$ cat src/rtl/adc_rd_pkg.sv
package adc_rd_pkg;
  typedef enum logic [1:0] {ST_IDLE, ST_RUN, ST_GAP} rd_state_e;
endpackage

$ cat src/rtl/adc_rd_clkdiv.sv
module adc_rd_clkdiv #(
  parameter int DIV_W = 8
) (
  input  logic             clk_i,
  input  logic             rst_ni,
  input  logic             en_i,
  input  logic [DIV_W-1:0] half_i,
  output logic             tick_o
);
  logic [DIV_W-1:0] cnt_q;

  assign tick_o = en_i && (cnt_q == half_i - DIV_W'(1));

  always_ff @(posedge clk_i or negedge rst_ni) begin
    if (!rst_ni)                cnt_q <= '0;
    else if (!en_i || tick_o)   cnt_q <= '0;
    else                        cnt_q <= cnt_q + DIV_W'(1);
  end
endmodule

$ cat src/rtl/adc_rd_capture.sv
module adc_rd_capture #(
  parameter int RES_W       = 8,
  parameter int EDGE_W      = 5,
  parameter int SETTLE_EDGE = 6
) (
  input  logic              clk_i,
  input  logic              rst_ni,
  input  logic              clr_i,
  input  logic              smp_i,
  input  logic [EDGE_W-1:0] edge_i,
  input  logic              bit_i,
  output logic [RES_W-1:0]  msb_o,
  output logic              match_o
);
  localparam int MsbLast = SETTLE_EDGE + RES_W;

  logic [RES_W-1:0] msb_q, lsb_q;
  logic             in_msb;

  assign in_msb  = (edge_i > EDGE_W'(SETTLE_EDGE)) && (edge_i <= EDGE_W'(MsbLast));
  assign msb_o   = msb_q;
  assign match_o = (msb_q == lsb_q);

  always_ff @(posedge clk_i or negedge rst_ni) begin
    if (!rst_ni)              msb_q <= '0;
    else if (clr_i)           msb_q <= '0;
    else if (smp_i && in_msb) msb_q <= {msb_q[RES_W-2:0], bit_i};
  end

  // the last MSB-first bit is also bit 0 of the replay
  for (genvar k = 0; k < RES_W; k++) begin : g_lsb
    always_ff @(posedge clk_i or negedge rst_ni) begin
      if (!rst_ni)      lsb_q[k] <= 1'b0;
      else if (clr_i)   lsb_q[k] <= 1'b0;
      else if (smp_i && edge_i == EDGE_W'(MsbLast + k)) lsb_q[k] <= bit_i;
    end
  end
endmodule

$ cat src/rtl/adc_rd_host.sv
module adc_rd_host
  import adc_rd_pkg::*;
#(
  parameter int RES_W = 8,
  parameter int DIV_W = 8
) (
  input  logic             clk_i,
  input  logic             rst_ni,
  input  logic             start_i,
  input  logic [2:0]       chan_i,
  input  logic             single_i,
  input  logic [DIV_W-1:0] half_period_i,
  output logic             cs_no,
  output logic             sclk_o,
  output logic             sdio_o,
  output logic             sdio_oe_o,
  input  logic             sdio_i,
  output logic [RES_W-1:0] result_o,
  output logic             valid_o,
  output logic             error_o,
  output logic             busy_o
);
  localparam int AddrBits   = 5;                 // start + 4 address bits
  localparam int SettleEdge = AddrBits + 1;
  localparam int LastEdge   = SettleEdge + 2 * RES_W - 1;
  localparam int EdgeW      = $clog2(LastEdge + 1);

  rd_state_e         state_q;
  logic [EdgeW-1:0]  edge_q;
  logic [AddrBits-1:0] addr_q;
  logic [DIV_W-1:0]  hp_q;
  logic              sclk_q, cs_n_q, sdo_q, oe_q, valid_q, err_q;
  logic [RES_W-1:0]  res_q;
  logic              tick, smp, accept, match;
  logic [RES_W-1:0]  msb_word;

  assign accept = (state_q == ST_IDLE) && start_i;
  assign smp    = (state_q == ST_RUN) && tick && !sclk_q;

  adc_rd_clkdiv #(.DIV_W(DIV_W)) u_div (
    .clk_i (clk_i),
    .rst_ni(rst_ni),
    .en_i  (state_q != ST_IDLE),
    .half_i(hp_q),
    .tick_o(tick)
  );

  adc_rd_capture #(.RES_W(RES_W), .EDGE_W(EdgeW), .SETTLE_EDGE(SettleEdge)) u_cap (
    .clk_i  (clk_i),
    .rst_ni (rst_ni),
    .clr_i  (accept),
    .smp_i  (smp),
    .edge_i (edge_q + EdgeW'(1)),
    .bit_i  (sdio_i),
    .msb_o  (msb_word),
    .match_o(match)
  );

  always_ff @(posedge clk_i or negedge rst_ni) begin
    if (!rst_ni) begin
      state_q <= ST_IDLE;
      edge_q  <= '0;
      addr_q  <= '0;
      hp_q    <= DIV_W'(1);
      sclk_q  <= 1'b0;
      cs_n_q  <= 1'b1;
      sdo_q   <= 1'b0;
      oe_q    <= 1'b0;
      valid_q <= 1'b0;
      err_q   <= 1'b0;
      res_q   <= '0;
    end else begin
      valid_q <= 1'b0;
      err_q   <= 1'b0;
      unique case (state_q)
        ST_IDLE: if (start_i) begin
          addr_q  <= {chan_i[1], chan_i[2], chan_i[0], single_i, 1'b1};
          hp_q    <= (half_period_i == '0) ? DIV_W'(1) : half_period_i;
          cs_n_q  <= 1'b0;
          sdo_q   <= 1'b1;
          oe_q    <= 1'b1;
          edge_q  <= '0;
          sclk_q  <= 1'b0;
          state_q <= ST_RUN;
        end
        ST_RUN: if (tick) begin
          if (!sclk_q) begin
            sclk_q <= 1'b1;
            edge_q <= edge_q + EdgeW'(1);
          end else begin
            sclk_q <= 1'b0;
            if (edge_q == EdgeW'(LastEdge)) begin
              cs_n_q  <= 1'b1;
              res_q   <= msb_word;
              valid_q <= match;
              err_q   <= !match;
              edge_q  <= '0;
              state_q <= ST_GAP;
            end else if (edge_q < EdgeW'(AddrBits)) begin
              sdo_q  <= addr_q[1];
              addr_q <= {1'b0, addr_q[AddrBits-1:1]};
            end else if (edge_q == EdgeW'(AddrBits)) begin
              oe_q  <= 1'b0;
              sdo_q <= 1'b0;
            end
          end
        end
        ST_GAP: if (tick) begin
          if (edge_q == EdgeW'(1)) state_q <= ST_IDLE;
          else                     edge_q  <= edge_q + EdgeW'(1);
        end
        default: state_q <= ST_IDLE;
      endcase
    end
  end

  assign cs_no     = cs_n_q;
  assign sclk_o    = sclk_q;
  assign sdio_o    = sdo_q;
  assign sdio_oe_o = oe_q;
  assign result_o  = res_q;
  assign valid_o   = valid_q;
  assign error_o   = err_q;
  assign busy_o    = (state_q == ST_RUN);
endmodule

$ cat config.mk
export PLATFORM = sky130hd
export DESIGN_NAME = adc_rd_host
export DESIGN_NICKNAME = d
export VERILOG_FILES = /design/src/rtl/adc_rd_pkg.sv /design/src/rtl/adc_rd_clkdiv.sv /design/src/rtl/adc_rd_capture.sv /design/src/rtl/adc_rd_host.sv
export SDC_FILE = /design/constraint.sdc
export NUM_CORES = 1
export LEC_CHECK = 0
export ABC_AREA = 0
export BUFFER_PORTS_ARGS = -buffer_cell sky130_fd_sc_hd__buf_2
export CORE_MARGIN = 5
export CORE_UTILIZATION = 45
export DETAILED_ROUTE_END_ITERATION = 16
export PLACE_DENSITY = 0.65
export SLEW_MARGIN = 40
export SYNTH_ARGS = -nofsm -noshare
export SYNTH_HDL_FRONTEND = slang
export SYNTH_HIERARCHICAL = 1
export SYNTH_SLANG_ARGS = --single-unit
$ cat constraint.sdc
create_clock -name clk_i -period 5.1 [get_ports clk_i]
set_clock_uncertainty 0.05 [all_clocks]
set_input_delay 0.51 -clock clk_i [delete_from_list [all_inputs] [get_ports clk_i]]
set_output_delay 0.51 -clock clk_i [all_outputs]
set_load 0.02 [all_outputs]
==> flow_summary.html, run 1 <==
<table>
<tr><th>Metric</th><th>Value</th></tr>
<tr><th colspan="2">Die</th></tr>
<tr><td>Die area</td><td>0.00913 mm2</td></tr>
<tr><td>Initial Util</td><td>0.459</td></tr>
<tr><td>Die X-Extent</td><td>95.5 um</td></tr>
<tr><td>Std-Cell Rows</td><td>31</td></tr>
<tr><td>Die extent in y</td><td>95.5 um</td></tr>
<tr><td>Core Box Area</td><td>0.00718 mm2</td></tr>
<tr><td>IO Count</td><td>31</td></tr>
<tr><th colspan="2">STA</th></tr>
<tr><td>Sum of negative setup slack</td><td>0 ns</td></tr>
<tr><td>Post-Route Hold Slack</td><td>0.239 ns</td></tr>
<tr><td>F_max</td><td>270 MHz</td></tr>
<tr><td>Final critical-path share of the clock period</td><td>0.727</td></tr>
<tr><td>Worst Tran Pin Value</td><td>0.714 ns</td></tr>
<tr><td>Number of endpoints failing setup at the final stage</td><td>0</td></tr>
<tr><td>Relative max-transition margin</td><td>0.524</td></tr>
<tr><td>Post-layout minimum cycle time</td><td>3.71 ns</td></tr>
<tr><td>Slew Limit Fails</td><td>0</td></tr>
<tr><td>Minimum setup slack in the final design</td><td>1.39 ns</td></tr>
<tr><td>Hold Fails Final Rpt</td><td>0</td></tr>
<tr><td>RSZ-0062 raised after global routing</td><td>false</td></tr>
<tr><th colspan="2">Setup path</th></tr>
<tr><td>CP bufs+invs</td><td>1</td></tr>
<tr><td>Slowest cell on the critical path</td><td>sky130_fd_sc_hd__dfstp_2</td></tr>
<tr><td>R2r worst-path depth</td><td>11</td></tr>
<tr><td>Critical path, cell by cell</td><td>inv_1 -&gt; ha_1 -&gt; nand2b_1 -&gt; nand3_1 -&gt; o21ai_1 -&gt; a2111oi_4 -&gt; and3_1 -&gt; and2_1 -&gt; or3b_1 -&gt; mux2i_4 -&gt; mux2i_1</td></tr>
<tr><td>Sort of element at the end of the critical path</td><td>flop</td></tr>
<tr><td>Number of cells on the critical path</td><td>11</td></tr>
<tr><td>Setup slack on the worst flop-to-flop path</td><td>1.39 ns</td></tr>
<tr><td>Worst EP arrival</td><td>3.92 ns</td></tr>
<tr><td>Required time of the critical path</td><td>5.31 ns</td></tr>
<tr><td>Endpoint of the lowest-slack register-to-register path</td><td>u_cap/msb_o[3]$_DFFE_PN0P_</td></tr>
<tr><td>Worst Path Max Fanout</td><td>10</td></tr>
<tr><td>CP startpoint kind</td><td>flop</td></tr>
<tr><td>Reg2Reg Launch Point</td><td>hp_q[0]$_DFFE_PN1P_</td></tr>
<tr><td>Delay-heaviest family, CP</td><td>simple AND/OR/NAND/NOR gates</td></tr>
<tr><td>Last element of the critical path</td><td>u_cap/msb_o[3]$_DFFE_PN0P_</td></tr>
<tr><td>Worst setup path category</td><td>flop to flop</td></tr>
<tr><td>Source of the critical timing path</td><td>hp_q[0]$_DFFE_PN1P_</td></tr>
<tr><td>Maximum single-stage delay on the critical path</td><td>0.58 ns</td></tr>
<tr><th colspan="2">Pwr</th></tr>
<tr><td>Total power divided by cell area</td><td>493 mW/mm2</td></tr>
<tr><td>VDD IR max</td><td>0.250 mV</td></tr>
<tr><td>Leakage dissipation</td><td>1.60 nW</td></tr>
<tr><th colspan="2">Logic synthesis</th></tr>
<tr><td>Post-synth top area share</td><td>0.418</td></tr>
<tr><td>YS warnings</td><td>6</td></tr>
<tr><td>Sequential fraction of the synthesis area</td><td>0.434</td></tr>
<tr><td>Post-synthesis sequential element count</td><td>57</td></tr>
<tr><td>Predominant post-synthesis flop cell</td><td>sky130_fd_sc_hd__dfrtp_1</td></tr>
<tr><td>Proportion of register bits with asynchronous set or reset after synthesis</td><td>1.00</td></tr>
<tr><td>Number of enable flip-flop cells after synthesis</td><td>0</td></tr>
<tr><td>Post-Synthesis Cells</td><td>307</td></tr>
<tr><td>Synthesized area</td><td>0.00329 mm2</td></tr>
<tr><td>Number of distinct library cell variants in the gate-level netlist after synthesis</td><td>63</td></tr>
<tr><td>Number of nets produced by synthesis</td><td>331</td></tr>
<tr><td>Synthesized area divided by synthesized cell count</td><td>10.7 um2</td></tr>
<tr><td>Synth area leaders</td><td>sky130_fd_sc_hd__dfrtp_1, sky130_fd_sc_hd__mux2_2, sky130_fd_sc_hd__xnor2_1</td></tr>
<tr><td>Cell accounting for the most synthesized area</td><td>sky130_fd_sc_hd__dfrtp_1</td></tr>
<tr><th colspan="2">Worst hold path</th></tr>
<tr><td>Type of the tightest min-delay check</td><td>input port to asynchronous set/reset pin</td></tr>
<tr><th colspan="2">Clocking</th></tr>
<tr><td>Clk_lat worst skew</td><td>0.34 ns</td></tr>
<tr><td>Post-cts hold buffer count</td><td>0</td></tr>
<tr><td>Number of H-tree branching levels</td><td>3</td></tr>
<tr><td>Clk root buf</td><td>sky130_fd_sc_hd__clkbuf_8</td></tr>
<tr><td>Total number of clock tree sinks</td><td>57</td></tr>
<tr><td>Clock Pin Slew Worst Setup and Hold Paths</td><td>0.07 ns</td></tr>
<tr><td>CTS resizes</td><td>0</td></tr>
<tr><td>TritonCTS Buffers</td><td>9</td></tr>
<tr><td>Maximum clock path buffer count</td><td>2</td></tr>
<tr><td>CTS tree</td><td>built</td></tr>
<tr><td>Post-CTS Repair Setup Buffers</td><td>0</td></tr>
<tr><th colspan="2">Routing</th></tr>
<tr><td>Iteration-0 DRC count of the detailed router</td><td>80</td></tr>
<tr><td>Drt drc</td><td>0</td></tr>
<tr><td>Ratio of routed vias to standard cells</td><td>5.34</td></tr>
<tr><td>Vias after detailed routing</td><td>2370</td></tr>
<tr><td>Routed Antenna Nets</td><td>0</td></tr>
<tr><td>Post-DR wirelength/cell</td><td>14.4 um</td></tr>
<tr><td>WL final</td><td>6380 um</td></tr>
<tr><td>Detailed-routing iteration count for the pre-antenna-repair pass</td><td>4</td></tr>
<tr><th colspan="2">Global route</th></tr>
<tr><td>Number of global-route vias before repair</td><td>2374</td></tr>
<tr><td>Largest net degree at the start of global routing</td><td>58</td></tr>
<tr><td>Wire length of the first global-routing pass</td><td>11000 um</td></tr>
<tr><td>Gr ovfl total</td><td>0</td></tr>
<tr><td>Number of antenna violations at the first check in global routing</td><td>0</td></tr>
<tr><td>Global-route total usage across every layer</td><td>0.156</td></tr>
<tr><th colspan="2">Place</th></tr>
<tr><td>Placement-stage cell area</td><td>0.00353 mm2</td></tr>
<tr><td>Post-DP HPWL</td><td>4570 um</td></tr>
<tr><td>Count of buffers inserted at the top-level ports</td><td>30</td></tr>
<tr><td>Gpl congestion</td><td>0.809</td></tr>
<tr><td>Post-placement setup slack</td><td>1.40 ns</td></tr>
<tr><th colspan="2">Layout</th></tr>
<tr><td>Final Cell Area</td><td>0.00373 mm2</td></tr>
<tr><td>Fraction of final layout cells with drive strength greater than 1</td><td>0.261</td></tr>
<tr><td>Antenna cell count</td><td>0</td></tr>
<tr><td>Final-stage net count</td><td>364</td></tr>
<tr><td>Area growth syn-to-layout</td><td>13.3%</td></tr>
<tr><th colspan="2">Run</th></tr>
<tr><td>Number of violations of the max-capacitance limit</td><td>0</td></tr>
<tr><th colspan="2">Status</th></tr>
<tr><td>Outcome</td><td>finished clean</td></tr>
</table>
-- state kept, by name (all words and copies together), names as in the netlist --
name and cells:
addr_q 4, sdio_o 1, u_div/cnt_q 8, edge_q 5, state_q 2, cs_no 1, u_cap/msb_o 8, sclk_o 1
result_o 8, sdio_oe_o 1, valid_o 1, error_o 1, u_cap/lsb_q 8, hp_q 8
-- cell families after synthesis --
family                     after synthesis  share of synthesized area
buffers and inverters                   21                     0.0281
AOI/OAI and AO/OA                       62                      0.139
muxes                                   31                      0.106
and+or+nand+nor                        100                      0.182
DFF                                     57                      0.434
adders and majority gates                8                     0.0304
xor gates and xnor gates                28                     0.0791
-- final cells by class --
class / instances / area [um2]
clock inverter: 7 / 78.8
fill: 646 / 3450
inverter: 12 / 45.0
multi-input combinational: 229 / 1770
clock buffer: 9 / 124
tap: 99 / 124
sequential: 57 / 1430
timing repair buffer: 31 / 158
-- how the worst min path moves through the flow --
stage,endpoint,slack (ns),depth (start not counted)
6_report,u_div/cnt_q[4]$_DFF_PN0_,0.24,2
5_1_grt,u_div/cnt_q[4]$_DFF_PN0_,0.30,2
4_1_cts,u_div/cnt_q[4]$_DFF_PN0_,0.27,2
3_5_place_dp,sdio_oe_o$_DFFE_PN0P_,0.43,1
3_3_place_gp,sdio_oe_o$_DFFE_PN0P_,0.42,1
2_1_floorplan,addr_q[1]$_DFFE_PN0P_,0.16,0
-- layout by cell type, fill, tap and decap left out, types with 9 or more instances in the layout --
| cell type | Yosys | routed |
|---|---|---|
| sky130_fd_sc_hd__a21oi_1 | 19 | 19 |
| sky130_fd_sc_hd__buf_2 | 1 | 30 |
| sky130_fd_sc_hd__clkbuf_8 | 0 | 9 |
| sky130_fd_sc_hd__dfrtp_1 | 55 | 55 |
| sky130_fd_sc_hd__inv_1 | 12 | 12 |
| sky130_fd_sc_hd__mux2_2 | 21 | 21 |
| sky130_fd_sc_hd__nand2_1 | 18 | 18 |
| sky130_fd_sc_hd__nand2b_1 | 15 | 15 |
| sky130_fd_sc_hd__nand3_1 | 15 | 15 |
| sky130_fd_sc_hd__nor2_1 | 10 | 10 |
| sky130_fd_sc_hd__o21ai_0 | 14 | 14 |
| sky130_fd_sc_hd__xnor2_1 | 18 | 18 |
-- metal layers --
metal	up-vias	global-route usage	routed length (um)
met3	9	0.0355	298
met2	45	0.247	2950
li1	1185	-	-
met1	1131	0.204	3030
met4	0	0.0675	103
met5	-	0	0
-- report_power, final --
| group | leakage [nW] | total (W) | switching, W | internal [W] |
|---|---|---|---|---|
| logic | 0.757 | 0.000785 | 0.000456 | 0.000329 |
| registers | 0.753 | 0.000626 | 0.0000910 | 0.000535 |
| clock network | 0.0921 | 0.000428 | 0.000200 | 0.000228 |
-- Yosys cell counts (5+ instances only) --
cell	instances
sky130_fd_sc_hd__nor2b_1	5
sky130_fd_sc_hd__a21oi_1	19
sky130_fd_sc_hd__mux2i_1	8
sky130_fd_sc_hd__inv_1	12
sky130_fd_sc_hd__ha_1	8
sky130_fd_sc_hd__nand2_1	18
sky130_fd_sc_hd__nand2b_1	15
sky130_fd_sc_hd__o31ai_1	5
sky130_fd_sc_hd__xor2_1	8
sky130_fd_sc_hd__mux2_2	21
sky130_fd_sc_hd__nand3_1	15
sky130_fd_sc_hd__dfrtp_1	55
sky130_fd_sc_hd__xnor2_1	18
sky130_fd_sc_hd__nor2_1	10
sky130_fd_sc_hd__o21ai_0	14
-- through the flow --
step	std cells	total power, W	utilization
3_3_place_gp	428	0.00140	0.491
6_report	444	0.00184	0.520
2_1_floorplan	307	0.00126	-
5_1_grt	444	0.00197	0.520
3_5_place_dp	428	0.00142	0.491
4_1_cts	444	0.00185	0.520
-- worst reg2reg max path, cell delays in order, from the launching register on --
cell and delay [ns]:
sky130_fd_sc_hd__dfstp_2 0.58, sky130_fd_sc_hd__inv_1 0.06, sky130_fd_sc_hd__ha_1 0.28, sky130_fd_sc_hd__nand2b_1 0.18, sky130_fd_sc_hd__nand3_1 0.08, sky130_fd_sc_hd__o21ai_1 0.09
sky130_fd_sc_hd__a2111oi_4 0.53, sky130_fd_sc_hd__and3_1 0.39, sky130_fd_sc_hd__and2_1 0.34, sky130_fd_sc_hd__or3b_1 0.42, sky130_fd_sc_hd__mux2i_4 0.40, sky130_fd_sc_hd__mux2i_1 0.25
(Power assumes the default switching activity.)
==> run 2, diff against run 1 <==
- PLACE_DENSITY: 0.65 -> 0.68
- clock period: 5.1 -> 3.4 ns (I/O delays scaled with it)
==> run 2 against run 1 <==
- routed wire length rose by 5.3%
- sequential share of layout area fell by 0.81 points
- sequential power rose by 51%
- non-clock buffer count rose by 7
- hold slack got worse by 0.059 ns
- sequential cell count did not move
- die area did not move
- first-iteration DRC count rose by 35%
- utilization rose by 1.1 points
- cell count rose by 1.6%
- highest routed layer unchanged
- worst setup slack got worse by 1.2 ns
==> flow_summary.html, run 2 (synthesis gave the netlist of run 1 again) <==
<table>
<tr><th>Metric</th><th>Value</th></tr>
<tr><th colspan="2">Layout</th></tr>
<tr><td>Antenna cell count</td><td>0</td></tr>
<tr><td>Most frequent cells in the layout</td><td>sky130_fd_sc_hd__dfrtp_1, sky130_fd_sc_hd__buf_2, sky130_fd_sc_hd__mux2_2</td></tr>
<tr><td>Area growth syn-to-layout</td><td>15.7%</td></tr>
<tr><td>Final-stage net count</td><td>371</td></tr>
<tr><td>Fraction of final layout cells with drive strength greater than 1</td><td>0.281</td></tr>
<tr><td>Number of fill cells</td><td>632</td></tr>
<tr><td>Most common library cell in the layout ignoring fill and taps</td><td>sky130_fd_sc_hd__dfrtp_1</td></tr>
<tr><th colspan="2">Setup path</th></tr>
<tr><td>Endpoint of the lowest-slack register-to-register path</td><td>u_cap/msb_o[7]$_DFFE_PN0P_</td></tr>
<tr><td>Setup slack on the worst flop-to-flop path</td><td>0.16 ns</td></tr>
<tr><td>Worst EP arrival</td><td>3.45 ns</td></tr>
<tr><td>CP startpoint kind</td><td>flop</td></tr>
<tr><td>Worst setup path category</td><td>flop to flop</td></tr>
<tr><td>R2r worst-path depth</td><td>12</td></tr>
<tr><td>Sort of element at the end of the critical path</td><td>flop</td></tr>
<tr><td>Reg2Reg Launch Point</td><td>hp_q[0]$_DFFE_PN1P_</td></tr>
<tr><td>Worst Path Max Fanout</td><td>8</td></tr>
<tr><td>Required time of the critical path</td><td>3.61 ns</td></tr>
<tr><th colspan="2">Pwr</th></tr>
<tr><td>Final Power</td><td>0.00281 W</td></tr>
<tr><td>Leakage dissipation</td><td>1.64 nW</td></tr>
<tr><td>VDD IR max</td><td>0.293 mV</td></tr>
<tr><td>Total power divided by cell area</td><td>738 mW/mm2</td></tr>
<tr><th colspan="2">Global route</th></tr>
<tr><td>Number of antenna violations at the first check in global routing</td><td>0</td></tr>
<tr><td>Busiest layer in global routing</td><td>met2</td></tr>
<tr><td>Wire length of the first global-routing pass</td><td>11300 um</td></tr>
<tr><td>Met2 usage</td><td>0.244</td></tr>
<tr><td>Number of global-route vias before repair</td><td>2344</td></tr>
<tr><td>Gr ovfl total</td><td>0</td></tr>
<tr><td>Met1 Track Usage GR</td><td>0.216</td></tr>
<tr><td>Largest net degree at the start of global routing</td><td>37</td></tr>
<tr><td>Global-route total usage across every layer</td><td>0.161</td></tr>
<tr><td>Routing usage on met3</td><td>0.0489</td></tr>
<tr><th colspan="2">Clocking</th></tr>
<tr><td>Clk_lat worst skew</td><td>0.35 ns</td></tr>
<tr><td>Total number of clock tree sinks</td><td>57</td></tr>
<tr><td>CTS tree</td><td>built</td></tr>
<tr><td>Clock Pin Slew Worst Setup and Hold Paths</td><td>0.07 ns</td></tr>
<tr><td>Maximum clock path buffer count</td><td>2</td></tr>
<tr><td>Number of H-tree branching levels</td><td>3</td></tr>
<tr><td>TritonCTS Buffers</td><td>9</td></tr>
<tr><td>Clk root buf</td><td>sky130_fd_sc_hd__clkbuf_8</td></tr>
<tr><th colspan="2">Routing</th></tr>
<tr><td>Vias after detailed routing</td><td>2437</td></tr>
<tr><td>Routed Antenna Nets</td><td>0</td></tr>
<tr><td>Ratio of routed vias to standard cells</td><td>5.40</td></tr>
<tr><td>WL final</td><td>6730 um</td></tr>
<tr><td>Iteration-0 DRC count of the detailed router</td><td>108</td></tr>
<tr><td>Detailed-routing iteration count for the pre-antenna-repair pass</td><td>4</td></tr>
<tr><td>Drt drc</td><td>0</td></tr>
<tr><td>Post-DR wirelength/cell</td><td>14.9 um</td></tr>
<tr><th colspan="2">Die</th></tr>
<tr><td>Core Box Area</td><td>0.00718 mm2</td></tr>
<tr><td>Die extent in y</td><td>95.5 um</td></tr>
<tr><td>Std-Cell Rows</td><td>31</td></tr>
<tr><td>Initial Util</td><td>0.459</td></tr>
<tr><td>IO Count</td><td>31</td></tr>
<tr><td>Die X-Extent</td><td>95.5 um</td></tr>
<tr><td>Die area</td><td>0.00913 mm2</td></tr>
<tr><th colspan="2">Run</th></tr>
<tr><td>Number of violations of the max-capacitance limit</td><td>0</td></tr>
<tr><th colspan="2">STA</th></tr>
<tr><td>Slew Limit Fails</td><td>0</td></tr>
<tr><td>Sum of negative setup slack</td><td>0 ns</td></tr>
<tr><td>Hold Fails Final Rpt</td><td>0</td></tr>
<tr><td>Final critical-path share of the clock period</td><td>0.954</td></tr>
<tr><td>F_max</td><td>308 MHz</td></tr>
<tr><td>Worst Tran Pin Value</td><td>0.620 ns</td></tr>
<tr><td>Number of endpoints failing setup at the final stage</td><td>0</td></tr>
<tr><td>Post-layout minimum cycle time</td><td>3.24 ns</td></tr>
<tr><td>Relative max-transition margin</td><td>0.584</td></tr>
<tr><th colspan="2">Worst hold path</th></tr>
<tr><td>WHS Endpoint</td><td>addr_q[4]$_DFFE_PN0P_</td></tr>
<tr><td>Type of the tightest min-delay check</td><td>input port to flop</td></tr>
<tr><td>Hold path depth</td><td>2</td></tr>
<tr><td>Startpoint of the lowest-slack hold path</td><td>chan_i[1]</td></tr>
<tr><th colspan="2">Status</th></tr>
<tr><td>Outcome</td><td>finished clean</td></tr>
<tr><th colspan="2">Place</th></tr>
<tr><td>Post-DP HPWL</td><td>4830 um</td></tr>
<tr><td>Gpl congestion</td><td>0.806</td></tr>
<tr><td>Count of buffers inserted at the top-level ports</td><td>30</td></tr>
</table>
[run 2: where the power goes]
| group | internal [W] | switching [W] | leakage (nW) |
|---|---|---|---|
| clock | 0.000342 | 0.000307 | 0.0921 |
| combinational | 0.000521 | 0.000696 | 0.797 |
| sequential | 0.000803 | 0.000140 | 0.753 |
[run 2: worst max path at each step]
stage | startpoint | endpoint
after floorplan | hp_q[0]$_DFFE_PN1P_ | u_cap/msb_o[0]$_DFFE_PN0P_
after global placement | hp_q[0]$_DFFE_PN1P_ | u_cap/msb_o[1]$_DFFE_PN0P_
after detailed placement | hp_q[0]$_DFFE_PN1P_ | u_cap/msb_o[4]$_DFFE_PN0P_
after CTS | hp_q[0]$_DFFE_PN1P_ | u_cap/msb_o[4]$_DFFE_PN0P_
after global routing | hp_q[0]$_DFFE_PN1P_ | u_cap/msb_o[7]$_DFFE_PN0P_
final | hp_q[0]$_DFFE_PN1P_ | u_cap/msb_o[7]$_DFFE_PN0P_
[run 2: routing by layer]
layer / vias to the layer above / routed length [um] / share of wire
met5: - / 0 / 0
met4: 0 / 104 / 0.015
met3: 10 / 329 / 0.049
met2: 47 / 3110 / 0.46
met1: 1182 / 3180 / 0.47
li1: 1198 / - / -
[run 2: metrics by stage]
stage | setup slack (ns) | utilization | hold WS [ns] | std cells | cell area, um2
6_report | 0.158 | 0.531 | 0.179 | 451 | 3810
5_1_grt | -0.0243 | 0.531 | 0.175 | 451 | 3810
4_1_cts | 0.0195 | 0.524 | 0.0382 | 448 | 3760
3_5_place_dp | 0.0444 | 0.496 | 0.421 | 432 | 3560
3_3_place_gp | 0.138 | 0.496 | 0.426 | 432 | 3560
2_1_floorplan | 0.0357 | - | -0.00559 | 307 | 3290
[run 2: final cells by class]
class / count / area [um2] / area share
inverter: 12 / 45.0 / 0.0118
clock buffer: 9 / 124 / 0.0325
timing repair buffer: 38 / 228 / 0.0598
clock inverter: 7 / 78.8 / 0.0207
tap: 99 / 124 / 0.0325
sequential: 57 / 1430 / 0.375
multi-input combinational: 229 / 1780 / 0.467
[run 2: worst max-delay path: stages, from the launching register on]
cell and delay (ns):
sky130_fd_sc_hd__dfstp_2 0.58, sky130_fd_sc_hd__inv_1 0.06, sky130_fd_sc_hd__ha_2 0.23, sky130_fd_sc_hd__nand2b_1 0.15, sky130_fd_sc_hd__nand3_1 0.08, sky130_fd_sc_hd__o21ai_1 0.09
sky130_fd_sc_hd__a2111oi_4 0.57, sky130_fd_sc_hd__and3_4 0.26, sky130_fd_sc_hd__and2_1 0.13, sky130_fd_sc_hd__or3b_4 0.39, sky130_fd_sc_hd__mux2i_4 0.17, sky130_fd_sc_hd__buf_12 0.15
sky130_fd_sc_hd__mux2i_1 0.23
[run 2: timing repair]
action                                  CTS  global route
setup buffers                             0             2
hold buffers                              0             1
resized for setup                         0             3
endpoints found under the setup margin    0            21
hold endpoints to repair                  0            34
==> run 3, diff against run 2 <==
--- a/config.mk
+++ b/config.mk
@@ -9,7 +9,7 @@
 export BUFFER_PORTS_ARGS = -buffer_cell sky130_fd_sc_hd__buf_2
 export CORE_MARGIN = 5
-export CORE_UTILIZATION = 45
+export CORE_UTILIZATION = 54
 export DETAILED_ROUTE_END_ITERATION = 16
-export PLACE_DENSITY = 0.68
+export PLACE_DENSITY = 0.79
 export SLEW_MARGIN = 40
 export SYNTH_ARGS = -nofsm -noshare
--- a/constraint.sdc
+++ b/constraint.sdc
@@ -3,3 +3,3 @@
 set_input_delay 0.34 -clock clk_i [delete_from_list [all_inputs] [get_ports clk_i]]
 set_output_delay 0.34 -clock clk_i [all_outputs]
-set_load 0.02 [all_outputs]
+set_load 0.05 [all_outputs]
==> run 3 against run 2 <==
- routed wire length down 1.1%
- highest routed layer unchanged
- design area down 1.4%
- largest cell class unchanged
- die area down 15%
- hold slack worse by 0.0043 ns
- sequential power up 0.4%
- critical endpoint unchanged
- sequential cell count unchanged
- power up 1.1%
==> flow_summary.html, run 3 (synthesis gave the netlist of run 1 again) <==
<table>
<tr><th>Metric</th><th>Value</th></tr>
<tr><th colspan="2">Status</th></tr>
<tr><td>Outcome</td><td>finished clean</td></tr>
<tr><th colspan="2">Clocking</th></tr>
<tr><td>Number of H-tree branching levels</td><td>3</td></tr>
<tr><td>Clk root buf</td><td>sky130_fd_sc_hd__clkbuf_8</td></tr>
<tr><td>CTS tree</td><td>built</td></tr>
<tr><td>TritonCTS Buffers</td><td>9</td></tr>
<tr><td>Clock Pin Slew Worst Setup and Hold Paths</td><td>0.08 ns</td></tr>
<tr><td>Total number of clock tree sinks</td><td>57</td></tr>
<tr><td>Maximum clock path buffer count</td><td>2</td></tr>
<tr><td>Clk_lat worst skew</td><td>0.33 ns</td></tr>
<tr><td>CTS resizes</td><td>0</td></tr>
<tr><th colspan="2">Setup path</th></tr>
<tr><td>Worst EP arrival</td><td>3.35 ns</td></tr>
<tr><td>Number of cells on the critical path</td><td>11</td></tr>
<tr><td>Delay-heaviest family, CP</td><td>simple AND/OR/NAND/NOR gates</td></tr>
<tr><td>Setup slack on the worst flop-to-flop path</td><td>0.25 ns</td></tr>
<tr><td>Required time of the critical path</td><td>3.60 ns</td></tr>
<tr><td>Last element of the critical path</td><td>u_cap/msb_o[7]$_DFFE_PN0P_</td></tr>
<tr><td>Sort of element at the end of the critical path</td><td>flop</td></tr>
<tr><td>Critical path, cell by cell</td><td>inv_1 -&gt; ha_1 -&gt; o21bai_1 -&gt; a211oi_1 -&gt; a211oi_2 -&gt; o22ai_4 -&gt; and3_1 -&gt; and2_1 -&gt; or3b_1 -&gt; mux2i_4 -&gt; mux2i_1</td></tr>
<tr><td>Source of the critical timing path</td><td>hp_q[0]$_DFFE_PN1P_</td></tr>
<tr><td>Maximum single-stage delay on the critical path</td><td>0.59 ns</td></tr>
<tr><td>Reg2Reg Launch Point</td><td>hp_q[0]$_DFFE_PN1P_</td></tr>
<tr><td>Worst Path Max Fanout</td><td>8</td></tr>
<tr><td>CP bufs+invs</td><td>1</td></tr>
<tr><td>Endpoint of the lowest-slack register-to-register path</td><td>u_cap/msb_o[7]$_DFFE_PN0P_</td></tr>
<tr><td>Worst setup path category</td><td>flop to flop</td></tr>
<tr><td>Slowest cell on the critical path</td><td>sky130_fd_sc_hd__dfstp_2</td></tr>
<tr><td>CP startpoint kind</td><td>flop</td></tr>
<tr><td>R2r worst-path depth</td><td>11</td></tr>
<tr><th colspan="2">Die</th></tr>
<tr><td>Die area</td><td>0.00776 mm2</td></tr>
<tr><td>IO Count</td><td>31</td></tr>
<tr><td>Initial Util</td><td>0.556</td></tr>
<tr><td>Core Box Area</td><td>0.00592 mm2</td></tr>
<tr><td>Std-Cell Rows</td><td>28</td></tr>
<tr><td>Die X-Extent</td><td>88.1 um</td></tr>
<tr><td>Die extent in y</td><td>88.1 um</td></tr>
<tr><th colspan="2">Pwr</th></tr>
<tr><td>Switching power summed over all nets</td><td>0.00118 W</td></tr>
<tr><td>Final Power</td><td>0.00284 W</td></tr>
<tr><td>VDD IR max</td><td>0.411 mV</td></tr>
<tr><td>Clock share of power</td><td>0.227</td></tr>
<tr><td>Leakage dissipation</td><td>1.64 nW</td></tr>
<tr><td>Sequential share of power</td><td>0.333</td></tr>
<tr><td>Pint</td><td>0.00166 W</td></tr>
<tr><td>Combinational cell fraction of total power</td><td>0.439</td></tr>
<tr><td>Total power divided by cell area</td><td>756 mW/mm2</td></tr>
<tr><td>Switching power share of the total</td><td>0.415</td></tr>
<tr><th colspan="2">Routing</th></tr>
<tr><td>Wire length on met2</td><td>3230 um</td></tr>
<tr><td>Ratio of routed vias to standard cells</td><td>5.67</td></tr>
<tr><td>Detailed-routing iteration count for the pre-antenna-repair pass</td><td>4</td></tr>
<tr><td>Met3 WL post-DR</td><td>299 um</td></tr>
<tr><td>WL final</td><td>6650 um</td></tr>
<tr><td>Vias after detailed routing</td><td>2422</td></tr>
<tr><td>Drt drc</td><td>0</td></tr>
<tr><td>Routed Antenna Nets</td><td>0</td></tr>
<tr><td>Post-DR wirelength/cell</td><td>15.6 um</td></tr>
<tr><td>Iteration-0 DRC count of the detailed router</td><td>90</td></tr>
<tr><td>DRT met1 WL</td><td>3040 um</td></tr>
<tr><td>Highest metal used</td><td>met4</td></tr>
<tr><th colspan="2">Layout</th></tr>
<tr><td>Fraction of final layout cells with drive strength greater than 1</td><td>0.273</td></tr>
<tr><td>Antenna cell count</td><td>0</td></tr>
<tr><td>Area growth syn-to-layout</td><td>14.1%</td></tr>
<tr><td>Final-stage net count</td><td>371</td></tr>
<tr><td>Most frequent cells in the layout</td><td>sky130_fd_sc_hd__dfrtp_1, sky130_fd_sc_hd__buf_2, sky130_fd_sc_hd__mux2_2</td></tr>
<tr><td>Number of fill cells</td><td>478</td></tr>
<tr><td>Most common library cell in the layout ignoring fill and taps</td><td>sky130_fd_sc_hd__dfrtp_1</td></tr>
<tr><td>Final Cell Area</td><td>0.00376 mm2</td></tr>
<tr><th colspan="2">Global route</th></tr>
<tr><td>Largest net degree at the start of global routing</td><td>49</td></tr>
<tr><td>Gr ovfl total</td><td>0</td></tr>
<tr><td>Global-route total usage across every layer</td><td>0.192</td></tr>
<tr><td>Wire length of the first global-routing pass</td><td>11400 um</td></tr>
<tr><td>Number of antenna violations at the first check in global routing</td><td>0</td></tr>
<tr><td>Number of global-route vias before repair</td><td>2468</td></tr>
<tr><th colspan="2">Place</th></tr>
<tr><td>Post-DP HPWL</td><td>4810 um</td></tr>
<tr><td>Count of buffers inserted at the top-level ports</td><td>30</td></tr>
<tr><td>Gpl congestion</td><td>0.835</td></tr>
<tr><td>Placement-stage cell area</td><td>0.00354 mm2</td></tr>
<tr><th colspan="2">STA</th></tr>
<tr><td>Relative max-transition margin</td><td>0.593</td></tr>
<tr><td>Slew Limit Fails</td><td>0</td></tr>
<tr><td>Final critical-path share of the clock period</td><td>0.925</td></tr>
<tr><td>F_max</td><td>318 MHz</td></tr>
<tr><td>Number of endpoints failing setup at the final stage</td><td>0</td></tr>
<tr><td>Post-layout minimum cycle time</td><td>3.15 ns</td></tr>
<tr><td>Hold Fails Final Rpt</td><td>0</td></tr>
<tr><td>Worst Tran Pin Value</td><td>0.606 ns</td></tr>
<tr><td>Sum of negative setup slack</td><td>0 ns</td></tr>
<tr><td>RSZ-0062 raised after global routing</td><td>false</td></tr>
<tr><th colspan="2">Run</th></tr>
<tr><td>Number of violations of the max-capacitance limit</td><td>0</td></tr>
<tr><th colspan="2">Worst hold path</th></tr>
<tr><td>Type of the tightest min-delay check</td><td>input port to flop</td></tr>
</table>
## run 3: changes by cell type in the layout (fill, tap and decap cells not counted), sizes merged
cell / delta
inv: +1
clkinv: -1
## run 3: what timing repair did
item / in CTS / in global routing
buffers inserted: 0 / 0
hold buffers: 1 / 0
hold endpoints to repair: 45 / 0
## run 3: cell type report
cell class                 instances  area (um2)  share of cell area
clock buffer                       9         124              0.0330
clock inverter                     7        78.8              0.0210
inverter                          12        45.0              0.0120
multi-input combinational        229        1770               0.471
sequential                        57        1430               0.380
tap                               75        93.8              0.0250
timing repair buffer              38         215              0.0573
## run 3: layer usage
layer | track usage | vias to the layer above
met1 | 0.242 | 1174
met5 | 0 | -
met2 | 0.323 | 47
met4 | 0.0659 | 0
met3 | 0.0452 | 9
li1 | - | 1192
## run 3: how the worst min path moves through the flow
stage	start	endpoint	slack, ns	cells after the start
2_1_floorplan	rst_ni	addr_q[1]$_DFFE_PN0P_	-0.006	0
3_3_place_gp	sdio_oe_o$_DFFE_PN0P_	sdio_oe_o$_DFFE_PN0P_	0.42	1
3_5_place_dp	rst_ni	sdio_oe_o$_DFFE_PN0P_	0.34	1
4_1_cts	chan_i[1]	addr_q[4]$_DFFE_PN0P_	0.16	2
5_1_grt	chan_i[1]	addr_q[4]$_DFFE_PN0P_	0.17	2
6_report	chan_i[1]	addr_q[4]$_DFFE_PN0P_	0.18	2
## run 3: power by group through the flow
stage               logic [W]  clock network (W)  registers (W)
finish                0.00125           0.000646       0.000947
detailed placement    0.00124                  0       0.000958
global route          0.00138           0.000693       0.000965
floorplan            0.000982                  0       0.000951
global placement      0.00120                  0       0.000950
CTS                   0.00125           0.000657       0.000946
## run 3: worst reg2reg max path: cells and delay by family (launching register included)
kind                       cells  cell delay (ns)
AOI/OAI and AO/OA              4             0.70
buffers and inverters          1             0.06
DFF                            1             0.59
muxes                          2             0.66
adders and majority gates      1             0.28
and+or+nand+nor                3             0.73
## run 3: metrics by stage
step	instances	hold slack [ns]	setup slack (ns)	utilization
floorplan	307	-0.00559	0.0357	-
global placement	410	0.418	0.391	0.598
detailed placement	410	0.345	0.268	0.598
CTS	427	0.160	0.232	0.634
global route	427	0.173	0.0747	0.634
finish	427	0.175	0.254	0.634
